### config.mk
export PLATFORM = sky130hd
export DESIGN_NAME = dbg_cmd_engine
export DESIGN_NICKNAME = d
export VERILOG_FILES = /design/src/rtl/dbg_pkg.sv /design/src/rtl/dbg_cmd_decode.sv /design/src/rtl/dbg_regbank.sv /design/src/rtl/dbg_cmd_engine.sv
export SDC_FILE = /design/constraint.sdc
export NUM_CORES = 1
export LEC_CHECK = 0
export ABC_AREA = 0
export ABC_CLOCK_PERIOD_IN_PS = 2400
export BUFFER_PORTS_ARGS = -buffer_cell sky130_fd_sc_hd__buf_2
export CORE_ASPECT_RATIO = 1.75
export CORE_UTILIZATION = 54
export CTS_CLUSTER_SIZE = 40
export DETAILED_ROUTE_END_ITERATION = 12
export PLACE_DENSITY_LB_ADDON = 0.05
export SLEW_MARGIN = 5
export SYNTH_ARGS = -nofsm -noshare
export SYNTH_HDL_FRONTEND = slang
export SYNTH_SLANG_ARGS = --single-unit
### constraint.sdc
create_clock -name clk -period 2.4 [get_ports clk]
set_input_delay 0.36 -clock clk [delete_from_list [all_inputs] [get_ports clk]]
set_output_delay 0.36 -clock clk [all_outputs]
set_load 0.01 [all_outputs]
### src/rtl/dbg_pkg.sv
package dbg_pkg;

    typedef enum logic [2:0] {
        ERR_NONE   = 3'd0,
        ERR_BUSY   = 3'd1,
        ERR_NOTSUP = 3'd2,
        ERR_EXCEPT = 3'd3,
        ERR_HALT   = 3'd4
    } err_e;

    typedef enum logic [1:0] {
        ST_IDLE   = 2'd0,
        ST_XFER   = 2'd1,
        ST_PBGO   = 2'd2,
        ST_PBWAIT = 2'd3
    } st_e;

    // command word field positions
    localparam int CMD_TYPE_LO = 24;
    localparam int CMD_SIZE_LO = 20;
    localparam int CMD_POST    = 18;
    localparam int CMD_XFER    = 17;
    localparam int CMD_WRITE   = 16;
    localparam logic [2:0]  SIZE_WORD = 3'd2;
    localparam logic [10:0] GPR_PAGE  = 11'h080; // regno 0x1000..0x101F

    typedef struct packed {
        err_e       err;
        logic       xfer;
        logic       wr;
        logic       post;
        logic [4:0] idx;
    } dec_t;

endpackage

### src/rtl/dbg_cmd_decode.sv
module dbg_cmd_decode
    import dbg_pkg::*;
(
    input  logic [31:0] cmd,
    input  logic        halted,
    output dec_t        dec
);
    logic unused_bits;
    assign unused_bits = ^{cmd[23], cmd[19]};

    always_comb begin
        dec.xfer = cmd[CMD_XFER];
        dec.wr   = cmd[CMD_WRITE];
        dec.post = cmd[CMD_POST];
        dec.idx  = cmd[4:0];
        dec.err  = ERR_NONE;
        if (cmd[31:CMD_TYPE_LO] != 8'h00) begin
            dec.err = ERR_NOTSUP;
        end else if ((cmd[CMD_XFER] || cmd[CMD_POST]) && !halted) begin
            dec.err = ERR_HALT;
        end else if (cmd[CMD_XFER] &&
                     ((cmd[CMD_SIZE_LO+2:CMD_SIZE_LO] != SIZE_WORD) ||
                      (cmd[15:5] != GPR_PAGE))) begin
            dec.err = ERR_NOTSUP;
        end
    end
endmodule

### src/rtl/dbg_regbank.sv
module dbg_regbank #(
    parameter int NDATA = 2,
    parameter int NPB   = 8
) (
    input  logic                   clk,
    input  logic                   rst_n,
    input  logic [NDATA-1:0]       dat_we,
    input  logic [NPB-1:0]         pb_we,
    input  logic [31:0]            wdata,
    input  logic                   cap_we,
    input  logic [31:0]            cap_data,
    output logic [NDATA-1:0][31:0] dat_o,
    output logic [NPB-1:0][31:0]   pb_o
);
    logic [NDATA-1:0][31:0] dat_d, dat_q;
    logic [NPB-1:0][31:0]   pb_d,  pb_q;

    // data words: bus writes, word 0 also takes the hart read result
    generate
        for (genvar gi = 0; gi < NDATA; gi++) begin : g_dat
            always_comb begin
                dat_d[gi] = dat_q[gi];
                if (dat_we[gi]) begin
                    dat_d[gi] = wdata;
                end
                if (gi == 0 && cap_we) begin
                    dat_d[gi] = cap_data;
                end
            end
        end
        for (genvar gp = 0; gp < NPB; gp++) begin : g_pb
            always_comb begin
                pb_d[gp] = pb_q[gp];
                if (pb_we[gp]) begin
                    pb_d[gp] = wdata;
                end
            end
        end
    endgenerate

    always_ff @(posedge clk or negedge rst_n) begin
        if (!rst_n) begin
            dat_q <= '0;
            pb_q  <= '0;
        end else begin
            dat_q <= dat_d;
            pb_q  <= pb_d;
        end
    end

    assign dat_o = dat_q;
    assign pb_o  = pb_q;
endmodule

### src/rtl/dbg_cmd_engine.sv
module dbg_cmd_engine
    import dbg_pkg::*;
#(
    parameter int NDATA  = 2,
    parameter int NPB    = 8,
    parameter int ADDR_W = 7
) (
    input  logic                   clk,
    input  logic                   rst_n,
    input  logic                   bus_valid,
    input  logic                   bus_write,
    input  logic [ADDR_W-1:0]      bus_addr,
    input  logic [31:0]            bus_wdata,
    output logic [31:0]            bus_rdata,
    input  logic                   hart_halted,
    output logic                   gpr_re,
    output logic                   gpr_we,
    output logic [4:0]             gpr_idx,
    output logic [31:0]            gpr_wdata,
    input  logic [31:0]            gpr_rdata,
    output logic                   pb_start,
    input  logic                   pb_done,
    input  logic                   pb_fault,
    input  logic [$clog2(NPB)-1:0] pb_ridx,
    output logic [31:0]            pb_rword
);
    localparam int PBI_W = $clog2(NPB);
    localparam logic [ADDR_W-1:0] DATA_BASE = ADDR_W'(7'h04);
    localparam logic [ADDR_W-1:0] CTRL_ADDR = ADDR_W'(7'h16);
    localparam logic [ADDR_W-1:0] CMD_ADDR  = ADDR_W'(7'h17);
    localparam logic [ADDR_W-1:0] AEX_ADDR  = ADDR_W'(7'h18);
    localparam logic [ADDR_W-1:0] PB_BASE   = ADDR_W'(7'h20);
    localparam logic [4:0] NPB_F   = 5'(NPB);
    localparam logic [3:0] NDATA_F = 4'(NDATA);

    typedef struct packed {
        st_e              st;
        logic [31:0]      cmd;
        err_e             err;
        logic [NDATA-1:0] aex;
    } state_t;

    state_t s_d, s_q;

    logic [NDATA-1:0]       dat_sel, dat_hit, dat_we;
    logic [NPB-1:0]         pb_sel, pb_hit, pb_we;
    logic [NDATA-1:0][31:0] dat_words;
    logic [NPB-1:0][31:0]   pb_words;
    logic                   ctrl_wr, cmd_wr, aex_wr, busy, start, busy_viol, cap_we;
    logic [31:0]            cmd_sel;
    dec_t                   dec;

    // address decode
    generate
        for (genvar gi = 0; gi < NDATA; gi++) begin : g_dsel
            assign dat_sel[gi] = (bus_addr == DATA_BASE + ADDR_W'(gi));
        end
        for (genvar gp = 0; gp < NPB; gp++) begin : g_psel
            assign pb_sel[gp] = (bus_addr == PB_BASE + ADDR_W'(gp));
        end
    endgenerate

    assign dat_hit = dat_sel & {NDATA{bus_valid}};
    assign pb_hit  = pb_sel & {NPB{bus_valid && bus_write}};
    assign ctrl_wr = bus_valid && bus_write && (bus_addr == CTRL_ADDR);
    assign cmd_wr  = bus_valid && bus_write && (bus_addr == CMD_ADDR);
    assign aex_wr  = bus_valid && bus_write && (bus_addr == AEX_ADDR);
    assign busy    = (s_q.st != ST_IDLE);

    // the command word to check: the incoming one on a command write, else the held one
    assign cmd_sel = (cmd_wr && !busy) ? bus_wdata : s_q.cmd;

    dbg_cmd_decode u_dec (
        .cmd    (cmd_sel),
        .halted (hart_halted),
        .dec    (dec)
    );

    dbg_regbank #(.NDATA(NDATA), .NPB(NPB)) u_bank (
        .clk      (clk),
        .rst_n    (rst_n),
        .dat_we   (dat_we),
        .pb_we    (pb_we),
        .wdata    (bus_wdata),
        .cap_we   (cap_we),
        .cap_data (gpr_rdata),
        .dat_o    (dat_words),
        .pb_o     (pb_words)
    );

    always_comb begin
        s_d       = s_q;
        start     = 1'b0;
        busy_viol = 1'b0;
        dat_we    = '0;
        pb_we     = '0;
        cap_we    = 1'b0;
        gpr_re    = 1'b0;
        gpr_we    = 1'b0;
        pb_start  = 1'b0;

        if (ctrl_wr) begin
            s_d.err = err_e'(s_q.err & ~bus_wdata[10:8]);
        end
        if (aex_wr) begin
            s_d.aex = bus_wdata[NDATA-1:0];
        end

        if (busy) begin
            busy_viol = (|dat_hit) || (|pb_hit) || cmd_wr;
        end else begin
            dat_we = dat_hit & {NDATA{bus_write}};
            pb_we  = pb_hit;
            if (cmd_wr) begin
                s_d.cmd = bus_wdata;
            end
            start = (cmd_wr || (|(dat_hit & s_q.aex))) && (s_q.err == ERR_NONE);
        end

        unique case (s_q.st)
            ST_IDLE: begin
                if (start) begin
                    if (dec.err != ERR_NONE) begin
                        s_d.err = dec.err;
                    end else if (dec.xfer) begin
                        s_d.st = ST_XFER;
                    end else if (dec.post) begin
                        s_d.st = ST_PBGO;
                    end
                end
            end
            ST_XFER: begin
                gpr_we = dec.wr;
                gpr_re = !dec.wr;
                cap_we = !dec.wr;
                s_d.st = dec.post ? ST_PBGO : ST_IDLE;
            end
            ST_PBGO: begin
                pb_start = 1'b1;
                s_d.st   = ST_PBWAIT;
            end
            ST_PBWAIT: begin
                if (pb_done) begin
                    s_d.st = ST_IDLE;
                    if (pb_fault && s_q.err == ERR_NONE) begin
                        s_d.err = ERR_EXCEPT;
                    end
                end
            end
            default: s_d.st = ST_IDLE;
        endcase

        if (busy_viol && s_q.err == ERR_NONE) begin
            s_d.err = ERR_BUSY;
        end
    end

    always_ff @(posedge clk or negedge rst_n) begin
        if (!rst_n) begin
            s_q <= '{st: ST_IDLE, cmd: '0, err: ERR_NONE, aex: '0};
        end else begin
            s_q <= s_d;
        end
    end

    assign gpr_idx   = dec.idx;
    assign gpr_wdata = dat_words[0];

    always_comb begin
        bus_rdata = '0;
        if (bus_addr == CTRL_ADDR) begin
            bus_rdata[28:24] = NPB_F;
            bus_rdata[12]    = busy;
            bus_rdata[10:8]  = s_q.err;
            bus_rdata[3:0]   = NDATA_F;
        end else if (bus_addr == CMD_ADDR) begin
            bus_rdata = s_q.cmd;
        end else if (bus_addr == AEX_ADDR) begin
            bus_rdata[NDATA-1:0] = s_q.aex;
        end else begin
            for (int i = 0; i < NDATA; i++) begin
                if (dat_sel[i]) bus_rdata = dat_words[i];
            end
            for (int i = 0; i < NPB; i++) begin
                if (pb_sel[i]) bus_rdata = pb_words[i];
            end
        end
    end

    always_comb begin
        pb_rword = '0;
        for (int i = 0; i < NPB; i++) begin
            if (pb_ridx == PBI_W'(i)) pb_rword = pb_words[i];
        end
    end

    // views for the bound checker
    logic [2:0]  chk_err;
    logic [31:0] chk_cmd;
    logic        chk_busy;
    assign chk_err  = s_q.err;
    assign chk_cmd  = s_q.cmd;
    assign chk_busy = busy;

endmodule

==> run summary <==
outcome -> finished with violations
failing checks -> negative setup slack
most common cell after layout, fill and taps aside -> dfrtp_1
Setup crit start kind -> input port
final worst slack -> -0.246 ns
Worst Skew -> 0.0257 ns
Netlist cell types -> 60
top post-synthesis cells by area -> dfrtp_1, mux2_2, mux2i_1, a21oi_1, nor2_1
post-DR vias/cell -> 6.58
final setup fails -> 38
P&R area growth vs syn -> 27.0%
Critical Path AT -> 2.29 ns
min cycle time layout -> 2.65 ns
via count -> 16,994
row count -> 91
worst reg2reg path startpoint -> s_q[37]$_DFFE_PN0P_
Post-Syn Area -> 19,400 µm²
max-cap violations -> 0
total CTS buffers -> 36
relative slew slack -> 0.651
Hold Crit Depth -> 3
share of the synthesized area in the top cell type -> 0.464
nets -> 2,175
number of H-tree levels -> 2
Wirelength per Cell -> 29.3 µm
multiplexer share of the synthesized area -> 0.255
fraction of final layout cells sized beyond drive strength 1 -> 0.465
ANT nets after route -> 0
Simple-Gate Fraction of Synth Area -> 0.0830
Core Area -> 35,300 µm²
gr usage total -> 0.413
fin area -> 24,600 µm²
grt total ovfl -> 0
DR DRC count -> 0
Die Y-Extent -> 252 µm
Pleak -> 0.0121 µW
Synth Area in Compound Gates -> 0.142
Reg power frac -> 0.441
Yosys top cell by area -> dfrtp_1
Tcrit/Tclk final -> 1.10
kind of critical path -> in -> out
YS warnings -> 0
worst hold endpoint -> u_bank.dat_o[16]$_DFFE_PN0P_
worst r2r dst -> u_bank.dat_o[7]$_DFFE_PN0P_
Placed Area -> 22,200 µm²
IO Count -> 185
maximum fanout along the worst path -> 8
most frequent cells in the layout -> dfrtp_1, mux2_2, buf_4
Max Slew Vio Count -> 0
Post-synth EDFFs -> 0
start point of the worst min-delay path -> gpr_rdata[16]
CTS max path bufs -> 3
hold violation count in the final report -> 0
Net Sw Frac -> 0.302
RSZ-0062 raised after global routing -> true
adder-cell area share of the yosys netlist -> 0.00258
Initial Util -> 0.549
largest family of logic cells by synthesized area -> multiplexers
number of port buffers -> 184
clk sink count -> 359
Internal -> 11,200 µW
CTS tree -> yes
worst reg-to-reg setup slack -> 0.08 ns
initial antenna violation count -> 1
Clk pwr share -> 0.357
final std cells w/o fill -> 2,582
number of global-route vias before repair -> 17,556
Max VDD drop -> 0.692 mV
PwrDens -> 652 nW/µm²
Synth Area in XOR/XNOR -> 0
first-pass GRT wire length -> 111,000 µm
register bit total from synthesis -> 359
Net Switching -> 4840 µW
ys async rst share -> 1.00
Top FF cell, synth -> dfrtp_1
Logic pwr share -> 0.202
f_max -> 378 MHz
Worst-Skew Late Latency -> 0.56 ns
die width -> 145 µm
HP Class -> in -> reg
Mapped Cells -> 1,792
root buf cell -> clkbuf_16
Avg Cell Area, Syn -> 10.8 µm²
CP required -> 2.04 ns
initial DRC count -> 1,465
1st-pass router iterations -> 6
worst slew pin tran -> 0.517 ns
syn nets -> 1,877
clock slew at reported path FFs -> 0.06 ns
CP Capture Type -> output pin
worst reg-to-reg path cell count -> 11
die area -> 36,600 µm²
sequential area share after synthesis -> 0.464
RePlAce Congestion -> 0.938
HPWL Detailed -> 51,800 µm
dpl cells -> 2,469
largest net degree at the start of global routing -> 72
final WL -> 75,600 µm
registers in the layout (all words and copies together) (netlist names):
| register | flops |
|---|---|
| chk_cmd | 32 |
| u_bank.pb_o | 256 |
| s_q | 4 |
| u_bank.dat_o | 64 |
| chk_err | 3 |
per-stage QoR:
step	hold slack, ns	setup WS, ns	total power [µW]	setup TNS [ns]	util
finish	0.0559	-0.246	16000	-5.88	0.697
global route	0.0564	-0.266	16600	-7.12	0.697
detailed placement	0.321	-0.264	10100	-11.48	0.629
global placement	0.323	-0.278	10100	-10.32	0.629
CTS	0.0447	-0.230	16000	-3.95	0.688
floorplan	0.0644	0.000565	8940	0	-
kinds of logic (layout without fill, tap and decap cells):
logic type                 after synthesis  in the layout
muxes                                  442            442
DFF                                    359            359
other                                    0              1
adders and majority gates                4              4
buffers and inverters                  214            538
AOI/OAI and AO/OA                      407            407
and+or+nand+nor                        366            366
per-layer routing:
layer | up-vias | GRT usage | routed length (µm)
met5 | - | 0 | 0
met4 | 0 | 0.269 | 5010
met3 | 294 | 0.0623 | 5520
met2 | 996 | 0.696 | 36900
met1 | 8564 | 0.493 | 28200
li1 | 7140 | - | -
power groups by stage:
stage | Clock [µW] | Combinational, µW | Sequential [µW]
3_3_place_gp | 0 | 2930 | 7130
5_1_grt | 5970 | 3480 | 7110
4_1_cts | 5770 | 3160 | 7050
2_1_floorplan | 0 | 1990 | 6950
6_report | 5720 | 3230 | 7070
3_5_place_dp | 0 | 2970 | 7150
worst max-delay path, stage by stage:
cell,delay (ns)
buf_8,0.10
or3b_4,0.43
buf_6,0.14
nor2_4,0.23
buf_12,0.19
a32o_1,0.18
a221oi_2,0.04
a22o_1,0.21
a31oi_2,0.22
buf_2,0.18
cell type report:
cell class	count	area [µm²]
fill	2771	10700
multi-input combinational	1219	9960
sequential	359	8980
timing repair buffer	459	3850
clock buffer	48	1020
tap	465	582
clock inverter	16	140
inverter	15	58.8
antenna	1	2.50
synthesized netlist by cell type, drive strengths merged (6+ instances only):
master and n:
a221o 8, dfrtp 359, mux2i 87, and3 8
o21ai 64, a21oi 111, a22oi 24, a31oi 8
nor2b 8, buf 111, mux2 349, nand2 140
a222oi 12, clkbuf 88, inv 15, mux4 6
a32oi 6, a22o 30, nand3 22, nor2 146
o221ai 47, or4 6, o22ai 42, a221oi 6
nor3 8, o211ai 21
worst max-delay path by stage:
stage | start | to | slack (ns) | depth (start not counted)
2_1_floorplan | s_q[37]$_DFFE_PN0P_ | gpr_re | 0.0006 | 12
3_3_place_gp | bus_addr[5] | bus_rdata[28] | -0.28 | 12
3_5_place_dp | bus_addr[4] | bus_rdata[28] | -0.26 | 10
4_1_cts | s_q[38]$_DFFE_PN0P_ | gpr_idx[0] | -0.23 | 7
5_1_grt | bus_addr[6] | bus_rdata[0] | -0.27 | 10
6_report | bus_addr[6] | bus_rdata[0] | -0.25 | 10
what timing repair did:
item	4_1_cts	5_1_grt
hold buffers	1	0
endpoints found under the hold margin	46	0
cloned	3	0
resized for setup	134	58
buffers inserted	33	16
pin swaps	61	54
endpoints found under the setup margin	40	42
Note: power is estimated with default switching activity, not from simulation.
